$ cat src/rtl/rfsh_pkg.sv
package rfsh_pkg;
  typedef enum logic [1:0] {
    ST_IDLE   = 2'd0,
    ST_CLEAD  = 2'd1,
    ST_ROWLO  = 2'd2,
    ST_PRECH  = 2'd3
  } rf_state_e;

  function automatic int max3(int a, int b, int c);
    int m;
    m = (a > b) ? a : b;
    return (m > c) ? m : c;
  endfunction
endpackage

$ cat src/rtl/rfsh_timer.sv
module rfsh_timer #(
  parameter int T_PWRUP = 50000,
  parameter int T_REFI  = 3900
) (
  input  logic clk,
  input  logic rst_n,
  input  logic run,
  output logic pwrup_done,
  output logic tick
);
  localparam int PW_W = $clog2(T_PWRUP + 1);
  localparam int IV_W = $clog2(T_REFI + 1);
  localparam logic [PW_W-1:0] PW_LAST = PW_W'(T_PWRUP - 1);
  localparam logic [IV_W-1:0] IV_LAST = IV_W'(T_REFI - 1);

  logic [PW_W-1:0] pw_q;
  logic [IV_W-1:0] iv_q;
  logic            pw_done_q;

  assign pwrup_done = pw_done_q;
  assign tick       = run && (iv_q == IV_LAST);

  always_ff @(posedge clk) begin
    if (!rst_n) begin
      pw_q      <= '0;
      pw_done_q <= 1'b0;
    end else if (!pw_done_q) begin
      if (pw_q == PW_LAST) pw_done_q <= 1'b1;
      else                 pw_q      <= pw_q + 1'b1;
    end
  end

  always_ff @(posedge clk) begin
    if (!rst_n)      iv_q <= '0;
    else if (run)    iv_q <= (iv_q == IV_LAST) ? '0 : iv_q + 1'b1;
  end

  // an obligation tick is a single-cycle pulse
  a_r6_tick_single: assert property (@(posedge clk) disable iff (!rst_n)
    tick |=> !tick);
endmodule

$ cat src/rtl/rfsh_debt.sv
module rfsh_debt #(
  parameter int INIT_CYC = 8,
  parameter int MAX_DEBT = 8
) (
  input  logic clk,
  input  logic rst_n,
  input  logic pwrup_done,
  input  logic tick,
  input  logic done,
  output logic init_done,
  output logic pending,
  output logic urgent
);
  localparam int IW = $clog2(INIT_CYC + 1);
  localparam int DW = $clog2(MAX_DEBT + 1);
  localparam logic [DW-1:0] D_MAX = DW'(MAX_DEBT);

  logic [IW-1:0] init_q;
  logic [DW-1:0] debt_q;
  logic          in_init;

  function automatic logic [DW-1:0] debt_next(logic [DW-1:0] d, logic inc, logic dec);
    if (inc && !dec && d != D_MAX) return d + 1'b1;
    if (dec && !inc && d != '0)    return d - 1'b1;
    return d;
  endfunction

  assign in_init   = (init_q != '0);
  assign init_done = pwrup_done && !in_init;
  assign pending   = pwrup_done && (in_init || debt_q != '0);
  assign urgent    = (debt_q == D_MAX);

  always_ff @(posedge clk) begin
    if (!rst_n) begin
      init_q <= IW'(INIT_CYC);
      debt_q <= '0;
    end else begin
      if (done && in_init) init_q <= init_q - 1'b1;
      debt_q <= debt_next(debt_q, tick, done && !in_init);
    end
  end

  // no obligation can accumulate before the dummy burst ends
  a_r2_no_debt_in_init: assert property (@(posedge clk) disable iff (!rst_n)
    !init_done |-> debt_q == '0);
  // urgency is only left by serving a refresh
  a_r7_urgent_sticky: assert property (@(posedge clk) disable iff (!rst_n)
    (urgent && !done) |=> urgent);
endmodule

$ cat src/rtl/rfsh_seq.sv
module rfsh_seq
  import rfsh_pkg::*;
#(
  parameter int T_CSR = 3,
  parameter int T_RAS = 16,
  parameter int T_RP  = 11
) (
  input  logic clk,
  input  logic rst_n,
  input  logic pending,
  input  logic grant,
  output logic req,
  output logic own,
  output logic ras_n,
  output logic cas_n,
  output logic we_n,
  output logic done
);
  localparam int LMAX = max3(T_CSR, T_RAS, T_RP);
  localparam int CW   = $clog2(LMAX + 1);

  rf_state_e     state_q, state_d;
  logic [CW-1:0] cnt_q;
  logic          last;

  function automatic logic [CW-1:0] phase_load(rf_state_e s);
    case (s)
      ST_CLEAD: return CW'(T_CSR - 1);
      ST_ROWLO: return CW'(T_RAS - 1);
      ST_PRECH: return CW'(T_RP - 1);
      default:  return '0;
    endcase
  endfunction

  assign last = (cnt_q == '0);

  always_comb begin
    state_d = state_q;
    case (state_q)
      ST_IDLE:  if (pending && grant) state_d = ST_CLEAD;
      ST_CLEAD: if (last) state_d = ST_ROWLO;
      ST_ROWLO: if (last) state_d = ST_PRECH;
      ST_PRECH: if (last) state_d = ST_IDLE;
      default:  state_d = ST_IDLE;
    endcase
  end

  always_ff @(posedge clk) begin
    if (!rst_n) begin
      state_q <= ST_IDLE;
      cnt_q   <= '0;
    end else begin
      state_q <= state_d;
      if (state_d != state_q) cnt_q <= phase_load(state_d);
      else if (!last)         cnt_q <= cnt_q - 1'b1;
    end
  end

  assign own   = (state_q != ST_IDLE);
  assign req   = own || pending;
  assign ras_n = (state_q != ST_ROWLO);
  assign cas_n = !((state_q == ST_CLEAD) || (state_q == ST_ROWLO));
  assign we_n  = 1'b1;
  assign done  = (state_q == ST_PRECH) && last;

  // the row strobe only falls with the column strobe already low
  a_r3_cas_leads: assert property (@(posedge clk) disable iff (!rst_n)
    $fell(ras_n) |-> ($past(cas_n) == 1'b0));
  // without a grant an idle sequencer stays idle
  a_r8_grant_needed: assert property (@(posedge clk) disable iff (!rst_n)
    (state_q == ST_IDLE && !grant) |=> state_q == ST_IDLE);
  // the request is dropped only with both strobes released
  a_r9_release: assert property (@(posedge clk) disable iff (!rst_n)
    $fell(req) |-> (ras_n && cas_n && !own));
endmodule

$ cat src/rtl/rfsh_sched.sv
module rfsh_sched #(
  parameter int T_PWRUP  = 50000,
  parameter int T_REFI   = 3900,
  parameter int INIT_CYC = 8,
  parameter int MAX_DEBT = 8,
  parameter int T_CSR    = 3,
  parameter int T_RAS    = 16,
  parameter int T_RP     = 11
) (
  input  logic clk,
  input  logic rst_n,
  input  logic grant,
  output logic req,
  output logic own,
  output logic ras_n,
  output logic cas_n,
  output logic we_n,
  output logic init_done,
  output logic urgent
);
  logic pwrup_done;
  logic tick;
  logic pending;
  logic done;

  rfsh_timer #(.T_PWRUP(T_PWRUP), .T_REFI(T_REFI)) u_timer (
    .clk(clk), .rst_n(rst_n), .run(init_done),
    .pwrup_done(pwrup_done), .tick(tick));

  rfsh_debt #(.INIT_CYC(INIT_CYC), .MAX_DEBT(MAX_DEBT)) u_debt (
    .clk(clk), .rst_n(rst_n), .pwrup_done(pwrup_done), .tick(tick),
    .done(done), .init_done(init_done), .pending(pending), .urgent(urgent));

  rfsh_seq #(.T_CSR(T_CSR), .T_RAS(T_RAS), .T_RP(T_RP)) u_seq (
    .clk(clk), .rst_n(rst_n), .pending(pending), .grant(grant),
    .req(req), .own(own), .ras_n(ras_n), .cas_n(cas_n), .we_n(we_n),
    .done(done));

  // nothing moves on the pins during the power-up wait
  a_r1_quiet_powerup: assert property (@(posedge clk) disable iff (!rst_n)
    !pwrup_done |-> (ras_n && cas_n && !req));
endmodule

$ cat config.mk
export PLATFORM = sky130hd
export DESIGN_NAME = rfsh_sched
export DESIGN_NICKNAME = d
export VERILOG_FILES = /design/src/rtl/rfsh_pkg.sv /design/src/rtl/rfsh_timer.sv /design/src/rtl/rfsh_debt.sv /design/src/rtl/rfsh_seq.sv /design/src/rtl/rfsh_sched.sv
export SDC_FILE = /design/constraint.sdc
export NUM_CORES = 1
export LEC_CHECK = 0
export BUFFER_PORTS_ARGS = -buffer_cell sky130_fd_sc_hd__buf_2
export CORE_AREA = 2 2 63 80
export CTS_CLUSTER_DIAMETER = 40
export CTS_CLUSTER_SIZE = 20
export DETAILED_ROUTE_END_ITERATION = 8
export DIE_AREA = 0 0 65 82
export PLACE_DENSITY = 0.68
export SLEW_MARGIN = 20
export SYNTH_ARGS = -nofsm -noshare
export SYNTH_HDL_FRONTEND = slang
export SYNTH_SLANG_ARGS = --single-unit
$ cat constraint.sdc
create_clock -name clk -period 4.9 [get_ports clk]
set_clock_uncertainty 0.15 [all_clocks]
set_input_delay 0.49 -clock clk [delete_from_list [all_inputs] [get_ports clk]]
set_output_delay 0.49 -clock clk [all_outputs]
set_load 0.005 [all_outputs]
### Word level (Yosys, flattened, before mapping)

Index checks and enable logic that the tools add are counted.

* register bits: 44
* input bits: 3
* output and inout port bits: 7
* word-level logic and storage cells: 73

* add/sub/neg operators: 6
* equality and inequality tests: 13
* muxes and demuxes: 20
* bitwise logic cells: 2
* reductions and logical operators: 25

Operator list (count)
* adder 16 x 1 -> 16 bit (second input constant): 1
* equality test 16 bit (second input constant): 1
* 2-to-1 mux 4 bit: 4
* adder 12 x 1 -> 12 bit (second input constant): 1
* equality test 12 bit (second input constant): 1
* 2-to-1 mux 12 bit: 1
* case mux 4 bit (3 select lines): 1
* logical AND 1 bit: 11
* 2-to-1 mux 5 bit: 2
* equality test 2 bit (second input constant): 4
* 2-to-1 mux 2 bit: 4
* case mux 2 bit (4 select lines): 1
* nonzero test 4 bit: 2
* subtractor 4 x 1 -> 4 bit (second input constant): 2
* 2-to-1 mux 1 bit: 7
* zero test 5 bit: 1
* subtractor 5 x 1 -> 5 bit (second input constant): 1
* adder 4 x 1 -> 4 bit (second input constant): 1
* equality test 2 x 1 -> 1 bit (second input constant): 2
* equality test 4 bit (second input constant): 1
* zero test 1 bit: 4
* inequality test 2 bit (second input constant): 2
* inequality test 4 bit (second input constant): 1
* nonzero test 2 bit: 2
* other kinds (5): 8

### Depth between registers and ports, before layout

* depth in word-level cells: 12
* mapped depth: 8
* depth with buffers taken out: 8

### Cells and area by module

Synthesis repeated with hierarchy kept, for this count alone.

* cell total of the unflattened synthesis: 295
* area total of the unflattened synthesis: 2555.0 µm²

Modules (own cells, without submodules)
* rfsh_timer: times used 1, cells each 158, area an instance 1426.4 µm²
* rfsh_seq: times used 1, cells each 73, area an instance 606.8 µm²
* rfsh_debt: times used 1, cells each 64, area an instance 521.8 µm²

### Least setup slack after synthesis

Ideal clock, no wire load.

* path type: register -> register
* start: reg u_seq.cnt_q[0]
* end: reg u_debt.debt_q[1]
* setup time: 0.067 ns
* data arrival time: 2.084 ns
* required time: 4.683 ns
* setup slack: 2.599 ns
* stages on the path, launching flop included: 9
* path buffers: 1
* clock period less this slack: 2.301 ns
* cells stage by stage: dfxtp_1 inv_1 ha_1 nor4b_2 and3_1 clkbuf_1 and3_4 mux2_4 a21oi_2

* word-level cells in the longest chain between the ends: 9
* elaborated cells on any way between the ends: 17

Ends and longest elaborated chain
* start: declaration: line rfsh_seq.sv:23 `logic [CW-1:0] cnt_q;`
* start signal: assignment: line rfsh_seq.sv:54 `if (state_d != state_q) cnt_q <= phase_load(state_d);`
* start signal: assignment: line rfsh_seq.sv:55 `else if (!last) cnt_q <= cnt_q - 1'b1;`
* zero test 5 bit *: line rfsh_seq.sv:35 `assign last = (cnt_q == '0);`
* logical AND 1 bit *: line rfsh_seq.sv:64 `assign done = (state_q == ST_PRECH) && last;`
* logical AND 1 bit *: line rfsh_debt.sv:39 `debt_q <= debt_next(debt_q, tick, done && !in_init);`
* logical AND 1 bit or zero test 1 bit (tied branches): line rfsh_debt.sv:24, rfsh_debt.sv:23
* logical AND 1 bit (on tied branches): line rfsh_debt.sv:24, rfsh_debt.sv:23
* 2-to-1 mux 1 bit or logical AND 1 bit (tied branches): line rfsh_debt.sv:24, rfsh_debt.sv:23
* 2-to-1 mux 1 bit (on tied branches): line rfsh_debt.sv:24, rfsh_debt.sv:23
* 2-to-1 mux 1 bit: line rfsh_debt.sv:34 `if (!rst_n) begin`
* nonzero test 2 bit (no line) or 2-to-1 mux 4 bit (tied branches)
* end signal: assignment: line rfsh_debt.sv:39
* end: declaration: line rfsh_debt.sv:19 `logic [DW-1:0] debt_q;`

Every way passes the cells marked *; elsewhere a longest branch is shown, timed or not. The select of a mux whose other input is x is not followed.
A chain may end at the register's enable or synchronous reset.

### Final worst setup path

Same ends and word-level chain as after synthesis.

==> impl_results.md <==
* Worst IR Drop VDD at 0.162 mV
* Filler instances at 444
* # clock sinks at 44
* Port-buffer cells at 8
* Crit-path cells: inv_1 > ha_1 > nor4b_2 > and3_1 > and3_4 > mux2_4 > a21oi_2
* Final hold vios at 0
* HPWL Detailed at 3250 µm
* Cts hold-fix bufs at 0
* Vias in the first global route at 1815
* Core ar. at 4590 µm²
* Clock slew seen by the registers of the worst setup and hold paths at 80 ps
* H-Tree Level Count at 2
* Slew HR at 47.9%
* # setup viols final at 0
* Initial antenna violation count at 0
* Setup crit end kind: flop
* Post-CTS Setup Bufs at 0
* Max_cap viols at 0
* Die width at 65 µm
* WP data required at 4960 ps
* Placed Cells at 349
* DR DRC count at 0
* Number of enable flip-flop cells after synthesis at 0
* Tot GR Track Use at 18.7%
* Leakage at 0.000938 µW
* Site row count at 28
* Avg Cell Area, Syn at 8.32 µm²
* Global route overflow at 0
* Initial Utilization at 52.2%
* Die H at 82 µm
* Worst-Margin Slew at 771 ps
* Inserted Diodes at 0
* Fin Setup TNS at 0 ps
* Non-filler cells, final at 357
* Vias per cell at 5.55
* CTS resizes at 0
* Slowest CP cell: nor4b_2
* Peak Freq at 393 MHz
* DR WL/cell at 12.5 µm
* Share of layout cells above drive strength 1 at 7.41%
* Number of placed I/O pins at 10
* Min Hold Slack at 324 ps
* Mapped Cells at 288
* Wire length on met3 at 117 µm
* Seq/Total Area, Yosys at 36.8%
* CTS max path bufs at 2
* DR vias at 1983
* Min Tclk post-route at 2540 ps
* Ys async rst share at 0%
* CTS tree: built
* Final worst path period share at 51.9%
* CTS Buf Count at 5
* Initial DRT Pass Iterations at 4
* Slew Limit Fails at 0
* Crit-path max FO at 9
* Distinct cell type count after synthesis at 53
* Ys Warns at 0
* Synthesis-to-finish area growth at 7.42%
* Drt total wl at 4450 µm
* WL met1 at 2040 µm
* WS Path Type: flop to flop
* Clock Tree Root: clkbuf_8
* Flops & latches, synth at 44
* Clock Latency Late Sink at 290 ps
* Status: finished clean
* Die ar. at 5330 µm²
* Antenna Nets Post-Route at 0
* Setup WS post-layout at 2360 ps
* Syn_nets at 304
* Synth Cell Area at 2400 µm²
* GPL Wtd Cong at 0.887
* Critical path's largest stage delay at 640 ps
* Final nets at 312
* First-pass GRT wire length at 7880 µm
* RSZ-0062 raised after global routing: no
* Worst EP arrival at 2610 ps
* Initial DRC count at 90
* HP Class: flop to flop
* Setup slack at placement at 2350 ps
* R2r setup slk at 2360 ps
* Largest net degree at the start of global routing at 26
* Top Layer Used: met4
* Worst Setup Start Kind: flop
* Met2 routed wirelength at 2230 µm
* Synth Flop Type: dfxtp_1
* P per Cell Area at 298 nW/µm²
## per-stage QoR
stage / utilization, % / cell area [µm²] / power, µW
after floorplan: - / 2400 / 512
after global placement: 54.0 / 2480 / 542
after global routing: 56.1 / 2570 / 815
after detailed placement: 54.0 / 2480 / 543
final: 56.1 / 2570 / 768
after CTS: 56.1 / 2570 / 779
## worst paths after layout
kind                   startpoint               end  cells after the start
setup / recovery   u_seq.cnt_q[0]  u_debt.debt_q[1]                      7
hold / removal    u_timer.iv_q[1]   u_timer.iv_q[1]                      2
setup reg to reg   u_seq.cnt_q[0]  u_debt.debt_q[1]                      7
hold reg to reg   u_timer.iv_q[1]   u_timer.iv_q[1]                      2
## logic make-up (layout without fill, tap and decap cells)
family          Yosys count  after routing  synth area share, %
simple gates            132            132                 30.0
compound gates           48             48                 12.7
flops                    44             44                 36.8
buf+inv                  25             34                 4.13
xor+xnor                 23             23                 8.41
fa+ha+maj                13             13                 6.79
mux                       2              2                 1.04
other cells               1              1                0.157
## layout by cell type (no fill, tap or decap), types with 8 or more instances in the layout
master / instances
dfxtp_1: 44
nor2_1: 34
nand2_1: 20
nor3_1: 18
inv_1: 16
xnor2_1: 16
a21oi_1: 14
ha_1: 13
o21ai_0: 12
nand4_1: 8
nand3_1: 8
buf_2: 8
## critical path, delay by kind of cell, from the launching register on
family / cells / cell delay [ps]
fa+ha+maj: 1 / 210
mux: 1 / 300
compound gates: 1 / 130
flops: 1 / 310
buf+inv: 1 / 100
simple gates: 3 / 1270
## report_power, final
group	total (µW)	internal [µW]	switching, µW	leakage, µW
Combinational	139	60.0	78.6	0.000538
Sequential	395	377	18.0	0.000356
Clock	235	115	120	0.0000445
## routing by layer
metal  vias to the layer above  track usage [%]
li1                       1029                -
met1                       921             22.1
met2                        27             33.3
met3                         6             4.11
met4                         0             6.60
met5                         -                0
## final cells by class
type                    count  area (µm²)  share of cell area, %
repair buffers              8        40.0                   1.56
well taps                  60        75.1                   2.92
inverters                  18        67.6                   2.63
clock buffers               7        86.3                   3.35
multi-input cells         219        1420                   55.0
flip-flops and latches     44         881                   34.2
clock inverters             1        7.51                  0.292
## registers in the layout, summed over array words and instances, names as in the netlist
signal,flops
u_timer.iv_q,12
u_timer.pw_q,16
u_seq.cnt_q,5
u_debt.debt_q,4
u_seq.state_q,2
u_debt.init_q,4
u_timer.pwrup_done,1
## synth_stat cells, types with 4 or more instances
| cell | instances | area share, % |
|---|---|---|
| or3_1 | 7 | 1.8 |
| ha_1 | 13 | 6.8 |
| a21oi_1 | 14 | 2.9 |
| clkbuf_1 | 5 | 0.78 |
| nand4_1 | 8 | 2.1 |
| nor3_1 | 18 | 3.8 |
| inv_1 | 16 | 2.5 |
| and3_1 | 6 | 1.6 |
| nand2_1 | 20 | 3.1 |
| nor2_1 | 34 | 5.3 |
| dfxtp_1 | 44 | 37 |
| o21ai_0 | 12 | 2.5 |
| and2_1 | 4 | 1.0 |
| nor2b_1 | 6 | 1.6 |
| xnor2_1 | 16 | 5.8 |
| xor2_1 | 7 | 2.6 |
| nand3_1 | 8 | 1.7 |
(Power assumes the default switching activity.)
